===== src/rtl/altcsum_pkg.sv =====
package altcsum_pkg;

    // Pair phase of the checksum engine
    typedef enum logic [0:0] {
        ST_PAIR_LO = 1'b0,  // next accepted word is the first of a pair
        ST_PAIR_HI = 1'b1   // next accepted word is the second of a pair
    } pair_state_e;

    // Which update the datapath applies in a cycle
    typedef enum logic [1:0] {
        OP_HOLD   = 2'd0,
        OP_FIRST  = 2'd1,
        OP_SECOND = 2'd2,
        OP_CLEAR  = 2'd3
    } accum_op_e;

endpackage


===== src/rtl/altcsum_ctrl.sv =====
module altcsum_ctrl
    import altcsum_pkg::*;
(
    input  logic        clk,
    input  logic        rst_n,
    input  logic        start_i,
    input  logic        valid_i,
    output logic        ready_o,
    output accum_op_e   op_o,
    output logic        first_phase_o
);

    pair_state_e state_q;
    pair_state_e state_d;
    logic        accept;

    assign ready_o = !start_i;
    assign accept  = valid_i && !start_i;

    // next-state logic and state register
    always_comb begin
        state_d = state_q;
        if (start_i) begin
            state_d = ST_PAIR_LO;                    // T_RESTART
        end else if (accept) begin
            unique case (state_q)
                ST_PAIR_LO: state_d = ST_PAIR_HI;    // T_TAKE_FIRST
                ST_PAIR_HI: state_d = ST_PAIR_LO;    // T_TAKE_SECOND
                default:    state_d = ST_PAIR_LO;
            endcase
        end
    end

    always_ff @(posedge clk or negedge rst_n) begin
        if (!rst_n) begin
            state_q <= ST_PAIR_LO;
        end else begin
            state_q <= state_d;
        end
    end

    // output decode
    always_comb begin
        op_o = OP_HOLD;
        if (start_i) begin
            op_o = OP_CLEAR;
        end else if (accept) begin
            unique case (state_q)
                ST_PAIR_LO: op_o = OP_FIRST;
                ST_PAIR_HI: op_o = OP_SECOND;
                default:    op_o = OP_HOLD;
            endcase
        end
    end

    assign first_phase_o = (state_q == ST_PAIR_LO);

endmodule


===== src/rtl/altcsum_adc.sv =====
module altcsum_adc #(
    parameter int W = 16
) (
    input  logic [W-1:0] a_i,
    input  logic [W-1:0] b_i,
    input  logic         cin_i,
    output logic [W-1:0] sum_o,
    output logic         cout_o
);

    localparam int SW = W + 1;

    logic [SW-1:0] wide;

    always_comb begin
        wide   = {1'b0, a_i} + {1'b0, b_i} + {{W{1'b0}}, cin_i};
        sum_o  = wide[W-1:0];
        cout_o = wide[SW-1];
    end

endmodule


===== src/rtl/altcsum_accum.sv =====
module altcsum_accum
    import altcsum_pkg::*;
#(
    parameter int          W      = 16,
    parameter logic [W-1:0] X_INIT = '0,
    parameter logic [W-1:0] Y_INIT = '0,
    parameter logic         C_INIT = 1'b0
) (
    input  logic         clk,
    input  logic         rst_n,
    input  accum_op_e    op_i,
    input  logic [W-1:0] word_i,
    output logic [W-1:0] x_o,
    output logic [W-1:0] y_o
);

    logic [W-1:0] x_q, y_q;
    logic         c_q;
    logic [W-1:0] x_d, y_d;
    logic         c_d;

    logic [W-1:0] add_sum;
    logic         add_cout;

    // a single shared adder: X+Y+carry is symmetric, so both half-steps reuse it
    altcsum_adc #(.W(W)) u_adc (
        .a_i   (x_q),
        .b_i   (y_q),
        .cin_i (c_q),
        .sum_o (add_sum),
        .cout_o(add_cout)
    );

    always_comb begin
        x_d = x_q;
        y_d = y_q;
        c_d = c_q;
        unique case (op_i)
            OP_HOLD: begin
            end
            OP_FIRST: begin
                y_d = add_sum;
                c_d = add_cout;
                x_d = x_q ^ word_i;
            end
            OP_SECOND: begin
                x_d = add_sum;
                c_d = add_cout;
                y_d = y_q ^ word_i;
            end
            OP_CLEAR: begin
                x_d = X_INIT;
                y_d = Y_INIT;
                c_d = C_INIT;
            end
            default: begin
            end
        endcase
    end

    always_ff @(posedge clk or negedge rst_n) begin
        if (!rst_n) begin
            x_q <= X_INIT;
            y_q <= Y_INIT;
            c_q <= C_INIT;
        end else begin
            x_q <= x_d;
            y_q <= y_d;
            c_q <= c_d;
        end
    end

    assign x_o = x_q;
    assign y_o = y_q;

endmodule


===== src/rtl/altcsum_capture.sv =====
module altcsum_capture #(
    parameter int W = 16
) (
    input  logic           clk,
    input  logic           rst_n,
    input  logic           done_i,
    input  logic [2*W-1:0] cat_i,
    input  logic [W-1:0]   fold_i,
    output logic [2*W-1:0] cat_o,
    output logic [W-1:0]   fold_o,
    output logic           strobe_o
);

    always_ff @(posedge clk or negedge rst_n) begin
        if (!rst_n) begin
            cat_o    <= '0;
            fold_o   <= '0;
            strobe_o <= 1'b0;
        end else begin
            strobe_o <= done_i;
            if (done_i) begin
                cat_o  <= cat_i;
                fold_o <= fold_i;
            end
        end
    end

endmodule


===== src/rtl/altcsum_engine.sv =====
module altcsum_engine
    import altcsum_pkg::*;
#(
    parameter int W = 16
) (
    input  logic           clk,
    input  logic           rst_n,
    input  logic           start_i,
    input  logic           valid_i,
    input  logic [W-1:0]   word_i,
    output logic           ready_o,
    input  logic           done_i,
    output logic [2*W-1:0] sum32_o,
    output logic [W-1:0]   fold16_o,
    output logic [2*W-1:0] res32_o,
    output logic [W-1:0]   res16_o,
    output logic           res_valid_o
);

    accum_op_e    op;
    logic         in_first;
    logic [W-1:0] x_val, y_val;

    altcsum_ctrl u_ctrl (
        .clk          (clk),
        .rst_n        (rst_n),
        .start_i      (start_i),
        .valid_i      (valid_i),
        .ready_o      (ready_o),
        .op_o         (op),
        .first_phase_o(in_first)
    );

    altcsum_accum #(.W(W)) u_accum (
        .clk   (clk),
        .rst_n (rst_n),
        .op_i  (op),
        .word_i(word_i),
        .x_o   (x_val),
        .y_o   (y_val)
    );

    assign sum32_o  = {x_val, y_val};
    assign fold16_o = x_val ^ y_val;

    altcsum_capture #(.W(W)) u_cap (
        .clk     (clk),
        .rst_n   (rst_n),
        .done_i  (done_i),
        .cat_i   (sum32_o),
        .fold_i  (fold16_o),
        .cat_o   (res32_o),
        .fold_o  (res16_o),
        .strobe_o(res_valid_o)
    );

endmodule


===== config.mk =====
export PLATFORM = sky130hd
export DESIGN_NAME = altcsum_engine
export DESIGN_NICKNAME = d
export VERILOG_FILES = /design/src/rtl/altcsum_pkg.sv /design/src/rtl/altcsum_ctrl.sv /design/src/rtl/altcsum_adc.sv /design/src/rtl/altcsum_accum.sv /design/src/rtl/altcsum_capture.sv /design/src/rtl/altcsum_engine.sv
export SDC_FILE = /design/constraint.sdc
export NUM_CORES = 1
export LEC_CHECK = 0
export BUFFER_PORTS_ARGS = -buffer_cell sky130_fd_sc_hd__buf_2
export CORE_UTILIZATION = 36
export CTS_CLUSTER_DIAMETER = 120
export DETAILED_ROUTE_END_ITERATION = 8
export HOLD_SLACK_MARGIN = 0.02
export PLACE_DENSITY = 0.57
export SETUP_SLACK_MARGIN = 0.05
export SYNTH_ARGS = -nofsm -noshare
export SYNTH_HDL_FRONTEND = slang
export SYNTH_HIERARCHICAL = 1
export SYNTH_SLANG_ARGS = --single-unit

===== constraint.sdc =====
create_clock -name clk -period 5.88 [get_ports clk]
set_input_delay 0.294 -clock clk [delete_from_list [all_inputs] [get_ports clk]]
set_output_delay 0.294 -clock clk [all_outputs]
set_load 0.05 [all_outputs]

* Yosys cells after proc, flatten, opt, wreduce, memory -nomap -nowiden
Index checks and enable logic that the tools add are counted.
Operators by class: muxes and demuxes 9, bitwise operators 4, equality and inequality tests 3, shift operators 0, divide/modulo/power cells 0, add/subtract/negate cells 2, reductions and logical operators 6, multipliers 0, order comparisons 0
Operator list (number):
- case mux 16 bit (3 select lines) | 2
- XOR 16 bit | 3
- adder 16 x 16 -> 17 bit | 1
- adder 17 x 1 -> 17 bit | 1
- == test 2 bit, second input constant | 2
- 2-to-1 mux 2 bit | 2
- case mux 1 bit (2 select lines) | 2
- case mux 2 bit (2 select lines) | 1
- nonzero test 2 bit | 2
- nonzero test 3 bit | 1
- == test 2 x 1 -> 1 bit, second input constant | 1
- 2-to-1 mux 1 bit | 2
- OR reduction 2 bit | 1
- logical AND 1 bit | 1
- logical NOT 1 bit | 1
- NOT 1 bit | 1
Storage, ports and cells: word-level logic and storage cells 31, memories 0, register bits 83, bits in writable memories 0, bits in latches 0, memory bits (read-only) 0

* Longest topological paths before layout
Gate-level depths: netlist (run 1).
word-level depth 7, mapped depth 10, depth with buffers taken out 10

* By module
Netlist (run 1), hierarchy kept.
Modules (own cells, without submodules):
- altcsum_accum | area an instance 2160.8 um^2, cells each 182, instances 1, sequential area each 825.8 um^2
- altcsum_capture | area an instance 1885.6 um^2, cells each 102, instances 1, sequential area each 1226.2 um^2
- altcsum_adc | area an instance 733.2 um^2, cells each 89, instances 1, sequential area each 0.0 um^2
- altcsum_engine | area an instance 140.1 um^2, cells each 16, instances 1, sequential area each 0.0 um^2
- altcsum_ctrl | area an instance 60.1 um^2, cells each 8, instances 1, sequential area each 25.0 um^2

* Worst setup path before layout (run 1)
Ideal clock, no wire load.
path kind register to register, start point register u_accum.x_q[0], in the netlist u_accum/x_o[0], end point register u_accum.x_q[10], in the netlist u_accum/x_o[10], stages on the path, launching flop included 11, arrival 2881 ps, slack 2908 ps, library setup time 90 ps, buffers on the path 0, required time 5790 ps, cell sequence dfrtp_1 -> fa_1 -> fa_1 -> a21oi_2 -> o21ai_2 -> a2111oi_2 -> o31ai_1 -> a21oi_1 -> xnor2_1 -> mux2i_1 -> o221ai_1
Between the ends: longest elaborated chain between the ends 3
Ends and longest elaborated chain:
- start: declaration | RTL line altcsum_accum.sv:17 | logic [W-1:0] x_q, y_q;
- start signal: assignment | RTL line altcsum_accum.sv:63 | x_q <= X_INIT;
- start signal: assignment | RTL line altcsum_accum.sv:67 | x_q <= x_d;
- adder 16 x 16 -> 17 bit | RTL line altcsum_adc.sv:16 | wide = {1'b0, a_i} + {1'b0, b_i} + {{W{1'b0}}, cin_i};
- adder 17 x 1 -> 17 bit | RTL line altcsum_adc.sv:16
- net u_accum.add_sum[10] | RTL line altcsum_accum.sv:22 | logic [W-1:0] add_sum;
- case mux 16 bit (3 select lines) | RTL line altcsum_accum.sv:38 | unique case (op_i)
The timed path passes the listed nets, and every way through them passes these cells. A chain may end at the register's enable or synchronous reset.

* Final worst setup path (run 1)
start point register u_accum.x_q[0], in the netlist u_accum/x_o[0], end point register u_accum.y_q[10], in the netlist u_accum/y_o[10]
Between the ends: longest elaborated chain between the ends 3
Ends and longest elaborated chain:
- adder 16 x 16 -> 17 bit | RTL line altcsum_adc.sv:16
- adder 17 x 1 -> 17 bit | RTL line altcsum_adc.sv:16
- net u_accum.add_sum[10] | RTL line altcsum_accum.sv:22
- case mux 16 bit (3 select lines) | RTL line altcsum_accum.sv:38
- end signal: assignment | RTL line altcsum_accum.sv:68 | y_q <= y_d;
- end: declaration | RTL line altcsum_accum.sv:17
The timed path passes the listed nets, and every way through them passes these cells.

==> impl_metrics.tcl, run 1 <==
set metrics [dict create \
    postSynthAreaPerCell_um2 12.54 \
    synth_area_um2 4980 \
    cp-start-kind "register" \
    placedCellCount 673 \
    finalSetupViolCount 0 \
    path_cells "fa_1, fa_1, a21oi_2, o21ai_2, a2111oi_2, o31ai_1, a21oi_1, xnor2_1, mux2i_1, o221ai_1" \
    drt_pass1_iterations 4 \
    ios 119 \
    path_clk_slew_ns 0.06 \
    cp-startpoint "u_accum/x_o[0]" \
    seq_area_frac_synth 0.4171 \
    slowest_stage "fa_1" \
    cp-end-kind "register" \
    vias 3563 \
    critPathTopFamily "compound AO/OA/AOI/OAI gates" \
    start_util 0.3731 \
    skew_ns 0.005910 \
    fp-row-count 42 \
    ctsHoldBuffers 0 \
    max_stage_delay_ns 0.48 \
    grt-ovfl-total 0 \
    die_y_um 119.6 \
    grt_pass1_wl_mm 17.81 \
    drt_iter0_markers 107 \
    period_minus_slack_ns 2.998 \
    htreeDepth 3 \
    synth_top_area_share 0.4171 \
    synth_area_leader_cell "dfrtp_1" \
    async_reset_ff_frac 1.000 \
    fmax_mhz 333.6 \
    path_buf_inv 0 \
    final.fill_count 1283 \
    fin_cells 689 \
    cts.path.max_buffers 2 \
    wl_per_cell_um 15.44 \
    dpl.hpwl_mm 7.045 \
    antenna_left 0 \
    layout_common_cells "buf_2, dfrtp_1, nand2b_1, mux2i_1, mux2_2" \
    hold_violations 0 \
    r2r-end "u_accum/y_o[10]" \
    endpoint "u_accum/y_o[10]" \
    viasPerCell 5.171 \
    clkLatencyLatePin_ns 0.35 \
    nets 546 \
    path_common_cell "fa_1" \
    dieArea_um2 14310 \
    synthDistinctLibCells 44 \
    reg2regPathDepth 10 \
    core_area_um2 13350 \
    worst-setup-path-type "reg -> reg" \
    yosysWarnings 6 \
    critical_path_required_ns 6.12 \
    hold_class "in -> async" \
    slew_headroom 0.2697 \
    slew_violations 0 \
    syn_to_final_growth_pct 19.07 \
    rrSetupSlack_ns 2.88 \
    cts_buffers 9 \
    ys_ff_latch 83 \
    cts.sinks 83 \
    grt_start_max_net_pins 84 \
    grt_use_total 0.1577 \
    synth_edf_count 0 \
    diodes 0 \
    drt-total-wl_mm 10.64 \
    ctsResizeCount 0 \
    synthTopCellsByArea "dfrtp_1, mux2i_1, mux2_2, mux2_4, o221ai_1" \
    grt_pass1_vias 3536 \
    die-width_um 119.6 \
    status "complete, no violations" \
    synth_nets 435 \
    tightest_slew_ns 1.096 \
    clock-root-buffer "clkbuf_16" \
    post-route-drc-count 0 \
    path_depth 10 \
    drive_gt1_frac 0.3957 \
    mostFrequentLayoutCell "buf_2" \
    grt_antenna_before_repair 0 \
    ys.flop_type "dfrtp_1" \
    postCtsSetupBuffers 0 \
    cp.arrival_ns 3.24 \
    maxCapViolations 0 \
    rsz0062_at_grt "false" \
    io_buffers 118 \
    gp_congestion 0.7042 \
    fin_tns_setup_ns 0 \
    cts_tree "yes" \
    critical_path.max_fanout 7 \
    period_share 0.5099 \
    synth_cells 397 \
    rr_startpoint "u_accum/x_o[0]" \
]
-- cell families after synthesis --
family | share of synthesized area
compound gates | 0.1229
xor+xnor | 0.05452
fa+ha+maj | 0.04573
buf+inv | 0.04623
flops | 0.4171
mux | 0.1900
simple gates | 0.1236
-- synth_stat cells, drive strengths merged (4+ instances only) --
cell type	n
dfrtp	83
nand2	6
ha	15
nand2b	36
xor2	21
o21ai	7
a21oi	12
mux2i	33
a21o	6
inv	7
o221ai	33
nand4bb	12
xnor2	10
or3b	20
mux2	48
nor2	4
buf	21
-- flip-flops by register name (all words and copies together), names as in the netlist --
| name | count |
|---|---|
| u_accum/c_q | 1 |
| u_accum/x_o | 16 |
| u_accum/y_o | 16 |
| u_cap/cat_o | 32 |
| u_cap/fold_o | 16 |
| u_cap/strobe_o | 1 |
| u_ctrl/state_q | 1 |
-- area by class of cell --
| type | count | area (um^2) | share of cell area |
|---|---|---|---|
| timing repair buffer | 121 | 615.6 | 0.1038 |
| sequential | 83 | 2077 | 0.3503 |
| tap | 176 | 220.2 | 0.03714 |
| clock buffer | 12 | 266.5 | 0.04495 |
| multi-input combinational | 286 | 2676 | 0.4514 |
| inverter | 7 | 26.28 | 0.004431 |
| clock inverter | 4 | 47.55 | 0.008019 |
-- per-stage QoR --
stage               utilization  hold WS, ns  instance area, um^2  setup WS, ns
floorplan                     -    -0.001591                 4980         2.908
global placement         0.4207       0.4757                 5615         2.967
detailed placement       0.4207       0.4817                 5615         2.887
CTS                      0.4442      0.09781                 5929         2.841
global route             0.4442       0.1139                 5929         2.680
finish                   0.4442       0.1135                 5929         2.882
-- layer usage --
metal  part of all wire  global-route usage  up-vias
met5                  0                   0        -
met1               0.47              0.2017     1751
met4              0.014             0.05078        0
met2               0.46              0.2518       89
met3              0.052             0.05038       11
li1                   -                   -     1712
-- worst min-delay path by stage --
stage,startpoint,end,slack [ns]
2_1_floorplan,rst_n,u_accum/c_q,-0.002
3_3_place_gp,start_i,u_ctrl/state_q,0.48
3_5_place_dp,start_i,u_ctrl/state_q,0.48
4_1_cts,start_i,u_ctrl/state_q,0.1
5_1_grt,start_i,u_ctrl/state_q,0.11
6_report,rst_n,u_cap/cat_o[7],0.11
Power of run 1 is left out: the tool's default activity adds up to more than one toggle a clock period on the data nets, which glitch-free logic cannot reach.
==> run 2: changes to the inputs <==
--- a/config.mk
+++ b/config.mk
@@ -5,12 +5,13 @@
 export SDC_FILE = /design/constraint.sdc
 export NUM_CORES = 1
 export LEC_CHECK = 0
+export ABC_AREA = 1
 export BUFFER_PORTS_ARGS = -buffer_cell sky130_fd_sc_hd__buf_2
 export CORE_UTILIZATION = 36
 export CTS_CLUSTER_DIAMETER = 120
 export DETAILED_ROUTE_END_ITERATION = 8
 export HOLD_SLACK_MARGIN = 0.02
-export PLACE_DENSITY = 0.57
+export PLACE_DENSITY = 0.59
 export SETUP_SLACK_MARGIN = 0.05
 export SYNTH_ARGS = -nofsm -noshare
 export SYNTH_HDL_FRONTEND = slang
==> constraint.sdc (replaced) <==
create_clock -name clk -period 2.6 [get_ports clk]
set_input_delay 0.13 -clock clk [delete_from_list [all_inputs] [get_ports clk]]
set_output_delay 0.13 -clock clk [all_outputs]
set_load 0.05 [all_outputs]
==> impl_metrics.tcl, run 2 <==
set metrics [dict create \
    status "complete, no violations" \
    whs_path_depth 4 \
    grt-ovfl-total 0 \
    nets 924 \
    postSynthAreaPerCell_um2 6.779 \
    vias 4873 \
    cp.arrival_ns 2.49 \
    yosysWarnings 6 \
    io_buffers 118 \
    synth_common_cells "nand2_1, inv_1, dfrtp_1, nor2_1, a21oi_1" \
    cp-start-kind "register" \
    antenna_left 0 \
    critical_path.max_fanout 8 \
    tightest_slew_ns 0.8015 \
    grt-busiest-layer "met2" \
    fp-row-count 43 \
    diodes 0 \
    die-width_um 122.4 \
    synthTopCellsByArea "dfrtp_1, nand2_1, inv_1, a21oi_1, ha_1" \
    cts.path.max_buffers 2 \
    ys.flop_type "dfrtp_1" \
    slew_headroom 0.4649 \
    mostFrequentLayoutCell "nand2_1" \
    drt_iter0_markers 251 \
    synth_top_area_share 0.3979 \
    grtUsageMet2 0.2928 \
    synth_area_leader_cell "dfrtp_1" \
    rr_startpoint "u_accum/x_o[0]" \
    critical_path_required_ns 2.82 \
    core_area_um2 13990 \
    fin_tns_setup_ns 0 \
    wl_per_cell_um 12.59 \
    fmax_mhz 440.7 \
    cts.sinks 83 \
    synth_edf_count 0 \
    hold_violations 0 \
    grt_use_total 0.1863 \
    async_reset_ff_frac 1.000 \
    layout_common_cells "nand2_1, buf_2, inv_1, dfrtp_1, nor2_1" \
    path_clk_slew_ns 0.06 \
    reg2regPathDepth 11 \
    rsz0062_at_grt "false" \
    synthDistinctLibCells 30 \
    seq_area_frac_synth 0.3979 \
    grt_pass1_wl_mm 21.83 \
    largest-register "u_cap/cat_o" \
    grt_use_met1 0.2659 \
    syn_to_final_growth_pct 20.47 \
    cp-end-kind "register" \
    grt_antenna_before_repair 0 \
    start_util 0.3732 \
    rrSetupSlack_ns 0.33 \
    finalSetupViolCount 0 \
    r2r-end "u_accum/y_o[12]" \
    maxCapViolations 0 \
    gp_congestion 0.8415 \
    clock-root-buffer "clkbuf_16" \
    dieArea_um2 14990 \
    slew_violations 0 \
    grt_pass1_vias 4374 \
    synth_nets 808 \
    period_minus_slack_ns 2.269 \
    worst-setup-path-type "reg -> reg" \
    ios 119 \
    cts_buffers 9 \
    htreeDepth 3 \
    skew_ns 0.005823 \
    hold_class "in -> reg" \
    period_share 0.8728 \
    gr-usage-met3 0.02277 \
    grt_start_max_net_pins 50 \
    holdPathEnd "u_ctrl/state_q" \
    cp-startpoint "u_accum/x_o[0]" \
    ys_ff_latch 83 \
    drt_pass1_iterations 4 \
    drive_gt1_frac 0.2009 \
    synth_area_um2 5220 \
    die_y_um 122.4 \
    clkLatencyLatePin_ns 0.34 \
    synth_cells 770 \
    drt-total-wl_mm 13.49 \
    largest_reg_flops 32 \
    post-route-drc-count 0 \
    cts_tree "yes" \
    synth.most_common_cell "nand2_1" \
    min-delay-start "valid_i" \
    dpl.hpwl_mm 9.912 \
    viasPerCell 4.550 \
]
run 2: worst max-delay path: stages (launching register included):
cell and delay [ns]:
dfrtp_2 0.46, fa_1 0.48, fa_2 0.37, nand2_1 0.08, nand2_1 0.07, and2_4 0.15
nand3_2 0.07, nand3_2 0.07, nand2_1 0.06, nand2_1 0.07, o21ai_0 0.18, a21oi_1 0.09
run 2: kinds of logic after synthesis:
kind of cell / count (synthesis) / share of synthesized area
AND/OR/NAND/NOR: 445 / 0.3569
buffers and inverters: 145 / 0.1194
flip-flops: 83 / 0.3979
AO/OA/AOI/OAI: 73 / 0.07047
adder cells (fa/ha/maj): 17 / 0.04362
XOR/XNOR: 7 / 0.01175
run 2: routing by layer:
| layer | vias up | share of wire |
|---|---|---|
| met5 | - | 0 |
| met4 | 0 | 0.010 |
| met3 | 10 | 0.035 |
| met2 | 96 | 0.44 |
| met1 | 2199 | 0.51 |
| li1 | 2568 | - |
run 2: metrics by stage:
stage	util	std cells	cell area (um^2)	hold WS (ns)	setup slack, ns
after floorplan	-	770	5220	-0.1656	0.2009
after global placement	0.4244	1054	5937	0.1720	0.3043
after detailed placement	0.4244	1054	5937	0.1766	0.2673
after CTS	0.4493	1071	6285	0.03848	0.2487
after global routing	0.4496	1071	6289	0.08014	0.1059
final	0.4496	1071	6289	0.04729	0.3308
run 2: final cells by class:
| cell class | instances | area (um^2) |
|---|---|---|
| clock buffers | 11 | 252.7 |
| repair buffers | 127 | 663.1 |
| well taps | 180 | 225.2 |
| inverters | 123 | 461.7 |
| fillers | 1491 | 7700 |
| flip-flops and latches | 83 | 2078 |
| clock inverters | 5 | 85.08 |
| multi-input cells | 542 | 2522 |
run 2: what timing repair did:
action	CTS	global route
hold buffers	1	0
gates resized for setup	0	2
buffers inserted	0	0
hold endpoints to repair	42	0
endpoints found under the setup margin	0	1
run 2: how the worst max path moves through the flow:
stage                           end  slack (ns)  depth (start not counted)
detailed placement  u_accum/x_o[14]        0.27                         12
global route        u_accum/y_o[14]        0.11                         12
floorplan            u_accum/x_o[8]        0.20                         10
global placement    u_accum/x_o[14]        0.30                         12
finish              u_accum/y_o[12]        0.33                         11
CTS                 u_accum/y_o[14]        0.25                         12
Power of run 2 is left out for the same reason.
